$ cat config.mk
export PLATFORM = sky130hd
export DESIGN_NAME = clk_mode_ctrl
export DESIGN_NICKNAME = d
export VERILOG_FILES = /design/src/rtl/clk_mode_pkg.sv /design/src/rtl/clk_mode_timer.sv /design/src/rtl/clk_mode_fsm.sv /design/src/rtl/clk_mode_outmap.sv /design/src/rtl/clk_mode_ctrl.sv
export SDC_FILE = /design/constraint.sdc
export NUM_CORES = 1
export LEC_CHECK = 0
export CAP_MARGIN = 10
export CORE_MARGIN = 5
export CORE_UTILIZATION = 55
export CTS_CLUSTER_SIZE = 8
export DETAILED_ROUTE_END_ITERATION = 10
export PLACE_DENSITY = 0.85
export SETUP_SLACK_MARGIN = 0.3
export SYNTH_ARGS = -nofsm -noshare
export SYNTH_HDL_FRONTEND = slang
export SYNTH_SLANG_ARGS = --single-unit
export TNS_END_PERCENT = 10
$ cat constraint.sdc
create_clock -name clk -period 6.4 [get_ports clk]
set_clock_uncertainty 0.05 [all_clocks]
set_input_delay 1.28 -clock clk [delete_from_list [all_inputs] [get_ports clk]]
set_output_delay 1.28 -clock clk [all_outputs]
set_load 0.01 [all_outputs]
$ cat src/rtl/clk_mode_pkg.sv
package clk_mode_pkg;

   typedef enum logic [3:0] {
      ST_MAIN,
      ST_PLL,
      ST_SUB,
      ST_PSTOP,
      ST_SSTOP,
      ST_W_M2P,
      ST_W_S2P,
      ST_W_PWAKE,
      ST_W_SWAKE,
      ST_W_S2M
   } cm_state_e;

   localparam logic [1:0] CSEL_MAIN = 2'b00;
   localparam logic [1:0] CSEL_SUB  = 2'b01;
   localparam logic [1:0] CSEL_PLL  = 2'b10;
   localparam logic [1:0] CSEL_HALT = 2'b11;

   localparam logic [1:0] REQ_MAIN = 2'b00;
   localparam logic [1:0] REQ_SUB  = 2'b01;
   localparam logic [1:0] REQ_PLL  = 2'b10;

   function automatic logic is_wait(input cm_state_e s);
      return (s == ST_W_M2P) || (s == ST_W_S2P) || (s == ST_W_PWAKE) ||
             (s == ST_W_SWAKE) || (s == ST_W_S2M);
   endfunction

endpackage

$ cat src/rtl/clk_mode_timer.sv
module clk_mode_timer #(
   parameter int FIX_SH  = 14,
   parameter int SEL_SH0 = 10,
   parameter int SEL_SH1 = 13,
   parameter int SEL_SH2 = 15,
   parameter int SEL_SH3 = 17
) (
   input  logic       clk,
   input  logic       rst_n,
   input  logic       start,
   input  logic       use_fixed,
   input  logic       on_sub,
   input  logic [1:0] sel,
   input  logic       active,
   input  logic       osc_tick,
   input  logic       sub_tick,
   output logic       done
);

   function automatic int max_of(input int a, input int b);
      return (a > b) ? a : b;
   endfunction

   localparam int MAX_SH = max_of(max_of(FIX_SH, SEL_SH0),
                                  max_of(max_of(SEL_SH1, SEL_SH2), SEL_SH3));
   localparam int CW = (MAX_SH < 1) ? 1 : MAX_SH;
   localparam int SH_TBL [4] = '{SEL_SH0, SEL_SH1, SEL_SH2, SEL_SH3};
   localparam logic [CW-1:0] FIX_TERM = CW'((64'd1 << FIX_SH) - 64'd1);

   if (FIX_SH < 1 || MAX_SH > 40) begin : g_bad_range
      $error("clk_mode_timer: shift parameters out of range");
   end
   if (SEL_SH2 < FIX_SH || SEL_SH3 < FIX_SH) begin : g_bad_order
      $error("clk_mode_timer: accepted selects must not be shorter than the fixed wait");
   end

   logic [CW-1:0] term_tbl [4];
   for (genvar g = 0; g < 4; g++) begin : g_term
      assign term_tbl[g] = CW'((64'd1 << SH_TBL[g]) - 64'd1);
   end

   logic [CW-1:0] cnt;
   logic          fix_q;
   logic          sub_q;
   logic [1:0]    sel_q;
   logic [CW-1:0] term_m1;
   logic          tick;

   assign term_m1 = fix_q ? FIX_TERM : term_tbl[sel_q];
   assign tick    = sub_q ? sub_tick : osc_tick;
   assign done    = active && tick && (cnt == term_m1);

   always_ff @(posedge clk or negedge rst_n) begin
      if (!rst_n) begin
         cnt   <= '0;
         fix_q <= 1'b0;
         sub_q <= 1'b0;
         sel_q <= 2'b00;
      end else if (start) begin
         cnt   <= '0;
         fix_q <= use_fixed;
         sub_q <= on_sub;
         sel_q <= sel;
      end else if (active && tick) begin
         cnt <= cnt + 1'b1;
      end
   end

   AST_CNT_BOUND: assert property (@(posedge clk) disable iff (!rst_n)
      active |-> (cnt <= term_m1));

endmodule

$ cat src/rtl/clk_mode_fsm.sv
module clk_mode_fsm
   import clk_mode_pkg::*;
(
   input  logic       clk,
   input  logic       rst_n,
   input  logic       req_valid,
   input  logic [1:0] req_mode,
   input  logic [1:0] wait_sel,
   input  logic       stop_req,
   input  logic       wake_req,
   input  logic       wait_done,
   output cm_state_e  state,
   output logic       wait_start,
   output logic       wait_fixed,
   output logic       wait_on_sub,
   output logic       sel_err,
   output logic       stat_main,
   output logic       stat_sub
);

   cm_state_e nxt;
   logic      refuse;
   logic      want_pll;
   logic      want_main;
   logic      want_sub;

   assign want_pll  = req_valid && (req_mode == REQ_PLL);
   assign want_main = req_valid && (req_mode == REQ_MAIN);
   assign want_sub  = req_valid && (req_mode == REQ_SUB);

   always_comb begin
      nxt         = state;
      wait_start  = 1'b0;
      wait_fixed  = 1'b0;
      wait_on_sub = 1'b0;
      refuse      = 1'b0;
      unique case (state)
         ST_MAIN: begin
            if (want_pll) begin
               nxt        = ST_W_M2P;
               wait_start = 1'b1;
               wait_fixed = 1'b1;
            end else if (want_sub) begin
               nxt = ST_SUB;
            end
         end
         ST_PLL: begin
            if (stop_req)       nxt = ST_PSTOP;
            else if (want_main) nxt = ST_MAIN;
            else if (want_sub)  nxt = ST_SUB;
         end
         ST_SUB: begin
            if (stop_req) begin
               nxt = ST_SSTOP;
            end else if (want_pll) begin
               if (wait_sel[1]) begin
                  nxt        = ST_W_S2P;
                  wait_start = 1'b1;
               end else begin
                  refuse = 1'b1;
               end
            end else if (want_main) begin
               nxt        = ST_W_S2M;
               wait_start = 1'b1;
            end
         end
         ST_PSTOP: begin
            if (wake_req) begin
               if (wait_sel[1]) begin
                  nxt        = ST_W_PWAKE;
                  wait_start = 1'b1;
               end else begin
                  refuse = 1'b1;
               end
            end
         end
         ST_SSTOP: begin
            if (wake_req) begin
               nxt         = ST_W_SWAKE;
               wait_start  = 1'b1;
               wait_fixed  = 1'b1;
               wait_on_sub = 1'b1;
            end
         end
         ST_W_M2P, ST_W_S2P, ST_W_PWAKE: if (wait_done) nxt = ST_PLL;
         ST_W_SWAKE:                     if (wait_done) nxt = ST_SUB;
         ST_W_S2M:                       if (wait_done) nxt = ST_MAIN;
         default: nxt = ST_MAIN;
      endcase
   end

   always_ff @(posedge clk or negedge rst_n) begin
      if (!rst_n) begin
         state     <= ST_MAIN;
         sel_err   <= 1'b0;
         stat_main <= 1'b1;
         stat_sub  <= 1'b0;
      end else begin
         state   <= nxt;
         sel_err <= refuse;
         if (nxt == ST_MAIN) begin
            stat_main <= 1'b1;
            stat_sub  <= 1'b0;
         end else if (nxt == ST_PLL) begin
            stat_main <= 1'b0;
            stat_sub  <= 1'b0;
         end else if (nxt == ST_SUB) begin
            stat_main <= 1'b0;
            stat_sub  <= 1'b1;
         end
      end
   end

   AST_PLL_AFTER_WAIT: assert property (@(posedge clk) disable iff (!rst_n)
      (state == ST_PLL && $past(state) != ST_PLL) |-> $past(wait_done));
   AST_IGNORE_BUSY: assert property (@(posedge clk) disable iff (!rst_n)
      (is_wait(state) && !wait_done) |=> $stable(state));
   AST_STATUS_HOLD: assert property (@(posedge clk) disable iff (!rst_n)
      (is_wait(state) && !wait_done) |=> $stable({stat_main, stat_sub}));
   AST_BAD_SEL_REFUSE: assert property (@(posedge clk) disable iff (!rst_n)
      (state == ST_SUB && want_pll && !stop_req && !wait_sel[1])
      |=> (state == ST_SUB && sel_err));

endmodule

$ cat src/rtl/clk_mode_outmap.sv
module clk_mode_outmap
   import clk_mode_pkg::*;
(
   input  cm_state_e  state,
   output logic [1:0] clk_sel,
   output logic       main_osc_en,
   output logic       pll_en,
   output logic       sub_osc_en,
   output logic       busy
);

   always_comb begin
      clk_sel     = CSEL_MAIN;
      main_osc_en = 1'b1;
      pll_en      = 1'b0;
      sub_osc_en  = 1'b1;
      unique case (state)
         ST_MAIN:    begin clk_sel = CSEL_MAIN; main_osc_en = 1'b1; pll_en = 1'b0; sub_osc_en = 1'b1; end
         ST_PLL:     begin clk_sel = CSEL_PLL;  main_osc_en = 1'b1; pll_en = 1'b1; sub_osc_en = 1'b1; end
         ST_SUB:     begin clk_sel = CSEL_SUB;  main_osc_en = 1'b0; pll_en = 1'b0; sub_osc_en = 1'b1; end
         ST_PSTOP:   begin clk_sel = CSEL_HALT; main_osc_en = 1'b0; pll_en = 1'b0; sub_osc_en = 1'b1; end
         ST_SSTOP:   begin clk_sel = CSEL_HALT; main_osc_en = 1'b0; pll_en = 1'b0; sub_osc_en = 1'b0; end
         ST_W_M2P:   begin clk_sel = CSEL_MAIN; main_osc_en = 1'b1; pll_en = 1'b1; sub_osc_en = 1'b1; end
         ST_W_S2P:   begin clk_sel = CSEL_SUB;  main_osc_en = 1'b1; pll_en = 1'b1; sub_osc_en = 1'b1; end
         ST_W_PWAKE: begin clk_sel = CSEL_HALT; main_osc_en = 1'b1; pll_en = 1'b1; sub_osc_en = 1'b1; end
         ST_W_SWAKE: begin clk_sel = CSEL_HALT; main_osc_en = 1'b0; pll_en = 1'b0; sub_osc_en = 1'b1; end
         ST_W_S2M:   begin clk_sel = CSEL_SUB;  main_osc_en = 1'b1; pll_en = 1'b0; sub_osc_en = 1'b1; end
         default:    begin clk_sel = CSEL_MAIN; end
      endcase
   end

   assign busy = is_wait(state);

endmodule

$ cat src/rtl/clk_mode_ctrl.sv
module clk_mode_ctrl
   import clk_mode_pkg::*;
#(
   parameter int FIX_SH  = 14,
   parameter int SEL_SH0 = 10,
   parameter int SEL_SH1 = 13,
   parameter int SEL_SH2 = 15,
   parameter int SEL_SH3 = 17
) (
   input  logic       clk,
   input  logic       rst_n,
   input  logic       req_valid,
   input  logic [1:0] req_mode,
   input  logic [1:0] wait_sel,
   input  logic       stop_req,
   input  logic       wake_req,
   input  logic       osc_tick,
   input  logic       sub_tick,
   output logic [1:0] clk_sel,
   output logic       main_osc_en,
   output logic       pll_en,
   output logic       sub_osc_en,
   output logic       stat_main,
   output logic       stat_sub,
   output logic       busy,
   output logic       sel_err
);

   cm_state_e state;
   logic      wait_start;
   logic      wait_fixed;
   logic      wait_on_sub;
   logic      wait_done;

   clk_mode_fsm u_fsm (
      .clk         (clk),
      .rst_n       (rst_n),
      .req_valid   (req_valid),
      .req_mode    (req_mode),
      .wait_sel    (wait_sel),
      .stop_req    (stop_req),
      .wake_req    (wake_req),
      .wait_done   (wait_done),
      .state       (state),
      .wait_start  (wait_start),
      .wait_fixed  (wait_fixed),
      .wait_on_sub (wait_on_sub),
      .sel_err     (sel_err),
      .stat_main   (stat_main),
      .stat_sub    (stat_sub)
   );

   clk_mode_timer #(
      .FIX_SH  (FIX_SH),
      .SEL_SH0 (SEL_SH0),
      .SEL_SH1 (SEL_SH1),
      .SEL_SH2 (SEL_SH2),
      .SEL_SH3 (SEL_SH3)
   ) u_timer (
      .clk       (clk),
      .rst_n     (rst_n),
      .start     (wait_start),
      .use_fixed (wait_fixed),
      .on_sub    (wait_on_sub),
      .sel       (wait_sel),
      .active    (busy),
      .osc_tick  (osc_tick),
      .sub_tick  (sub_tick),
      .done      (wait_done)
   );

   clk_mode_outmap u_outmap (
      .state       (state),
      .clk_sel     (clk_sel),
      .main_osc_en (main_osc_en),
      .pll_en      (pll_en),
      .sub_osc_en  (sub_osc_en),
      .busy        (busy)
   );

endmodule

==> summary.txt <==
outcome - finished, final reports clean
Final HPWL DP - 2690 um
Final Instance Area - 0.00193 mm^2
clock buffer depth - 2
Residual DRC - 0
Clock Pin Slew Worst Setup and Hold Paths - 0.14 ns
Avg Cell Area, Syn - 8.99 um^2
CTS tree - yes
row count - 20
Max Cap Violations - 0
hold slack final - 0.444 ns
area delta synth->final - 14.6%
clock sink count - 28
Hold Buf Count CTS - 0
number of global-route vias before repair - 1399
gpl congestion - 0.917
Worst Setup Start Kind - flop
Ys Warns - 0
Tmin final - 3.54 ns
Slew HR - 63.4%
dpl cell area - 0.00189 mm^2
Cells after Synth - 187
Synth cell types - 46
CP Capture Type - primary output
Die Area - 0.00426 mm^2
DR vias/cell - 6.09
actual slew at the worst max-slew pin - 0.549 ns
DIE HEIGHT - 65.3 um
Initial Util - 56.0%
worst path cell trace - or2_2, a21boi_4, inv_1, clkdlybuf4s50_1
slowest stage cell, crit path - dfrtp_1
Worst path max stage delay - 0.60 ns
CTS Root Buffer Type - clkbuf_4
Worst Path Required - 5.07 ns
Cell Pwr Density - 394 mW/mm^2
Setup violations, final - 0
initial antenna violation count - 0
drt total wl - 3660 um
Worst-Skew Late Latency - 0.33 ns
pin count of the biggest net entering global routing - 29
Hold Crit Class - flop to flop
Slew Limit Fails - 0
violation count after the first detailed-route iteration - 136
Synth Register Bits - 28
CTS H-tree depth - 1
Core Box Area - 0.00300 mm^2
Post-CTS Setup Inserts - 0
Final Util - 64.2%
TritonCTS Buffers - 3
DRT Pass-1 Iters - 5
Pwr Total - 758 uW
CP max FO - 19
crit path kind - flop to primary output
PostCTS Resize Cnt - 0
post-route ant nets - 0
Hold Violations, Final - 0
synthesized net count - 199
Total Neg Setup Slack - 0 ns
number of nets in the layout - 218
GRT Overall Usage - 18.1%
sequential share of the synthesized area - 41.7%
io pins - 20
Fill cells - 252
Tcrit/Tclk final - 55.3%
grt total ovfl - 0
DR vias - 1450
wire per inst - 15.4 um
port bufs - 19
share of cells above drive strength 1 - 9.76%
first-pass GRT wire length - 6120 um
VDD IR max - 0.000396 V
# diodes - 0
WP data arrival - 2.21 ns
FMAX - 0.282 GHz
Leak Pwr - 0.824 nW
Die Wd - 65.3 um
synthesized cell area - 0.00168 mm^2
RSZ-0062 raised after global routing - false
[worst paths after layout]
path | endpoint | from | slack (ns) | cells past startpoint
max | busy | u_fsm.state[1] | 2.86 | 4
min | u_fsm.stat_main | u_fsm.stat_main | 0.44 | 2
max reg2reg | u_fsm.stat_main | u_fsm.state[1] | 3.64 | 7
min reg2reg | u_fsm.stat_main | u_fsm.stat_main | 0.44 | 2
max in group asynchronous | u_fsm.stat_main | rst_n | 4.74 | 2
min in group asynchronous | u_timer.cnt[5] | rst_n | 1.25 | 2
[placed cells by master, fill, tap and decap left out, drive strengths merged, types with 3 or more instances in the layout]
master / instances
xor2: 12
nand4: 6
mux2: 3
nor2: 25
or3: 4
dfrtp: 27
nand3: 7
nand2b: 3
inv: 8
clkbuf: 4
o21ai: 12
nor3: 8
clkdlybuf4s50: 19
nand2: 16
and2: 3
o211ai: 4
xnor2: 4
a21oi: 8
[layer usage]
layer  vias to the layer above  routed length (um)  track usage, %
met5                         -                   0               0
met4                         0                  65            5.44
met3                        10                 206            4.10
met2                        53                1800            30.2
met1                       697                1590            23.5
li1                        690                   -               -
[sequential cells by signal (all words and copies together) (netlist names)]
register and cells:
u_timer.cnt 17, u_fsm.stat_main 1, u_fsm.sel_err 1, u_timer.sel_q 2, u_fsm.state 4, u_timer.sub_q 1
u_fsm.stat_sub 1, u_timer.fix_q 1
[through the flow]
stage,setup slack [ns],std cells
final,2.86,238
after global routing,2.74,238
after CTS,2.85,238
after detailed placement,3.04,234
after global placement,3.12,234
after floorplan,3.63,187
[cell usage after synthesis, drive strengths merged]
library cell | number | share of area, %
o221ai | 2 | 1.4
o211ai | 4 | 1.8
ha | 1 | 0.74
nor2 | 25 | 5.6
xnor2 | 4 | 2.1
o41ai | 1 | 0.52
and3 | 2 | 0.74
o221a | 1 | 0.67
mux2 | 3 | 2.0
nor2b | 2 | 0.74
a22oi | 2 | 0.89
nor3b | 2 | 0.89
o21ba | 1 | 0.60
a21boi | 1 | 1.1
nor3 | 8 | 2.4
o22ai | 1 | 0.37
o22a | 2 | 1.0
or2 | 1 | 0.37
nand3b | 2 | 0.89
a21o | 1 | 0.45
nand3 | 7 | 2.1
dfstp | 1 | 1.6
or3b | 1 | 0.67
a32oi | 1 | 0.52
or3 | 4 | 1.5
dfrtp | 27 | 40
and2b | 1 | 0.52
nand2b | 3 | 1.1
nand4 | 6 | 2.2
and2 | 3 | 1.3
nand2 | 16 | 3.6
xor2 | 12 | 6.2
a21oi | 8 | 2.4
buf | 3 | 1.3
inv | 8 | 1.8
clkbuf | 4 | 0.89
o21a | 1 | 0.45
mux2i | 2 | 1.2
nor4b | 1 | 1.4
o21ai | 12 | 3.8
[kinds of logic (layout without fill, tap and decap cells)]
family | Yosys count | in the layout | synth area share [%]
and+or+nand+nor | 84 | 84 | 26.0
AOI/OAI and AO/OA | 38 | 38 | 16.0
DFF | 28 | 28 | 41.7
xor gates and xnor gates | 16 | 16 | 8.33
buffers and inverters | 15 | 33 | 4.02
muxes | 5 | 5 | 3.20
adders and majority gates | 1 | 1 | 0.744
[power breakdown]
part / switching, mW / total [mW] / internal [mW]
combinational: 0.202 / 0.394 / 0.191
clock: 0.0507 / 0.0856 / 0.0349
sequential: 0.0620 / 0.279 / 0.217
total: 0.315 / 0.758 / 0.444
[layout make-up]
cell class | instances | area (um^2) | area share [%]
Multi-Input combinational cell | 144 | 912 | 47.3
Sequential cell | 28 | 702 | 36.4
Timing Repair Buffer | 21 | 205 | 10.6
Tap cell | 33 | 41.3 | 2.14
Clock buffer | 4 | 36.3 | 1.88
Inverter | 8 | 30.0 | 1.56
[critical path: cells and delay by family (launching register included)]
kind	cells	cell delay, ns
flops	1	0.60
compound gates	1	0.28
buf+inv	2	0.55
simple gates	1	0.45
No activity file was read; power rests on OpenSTA's default activity.
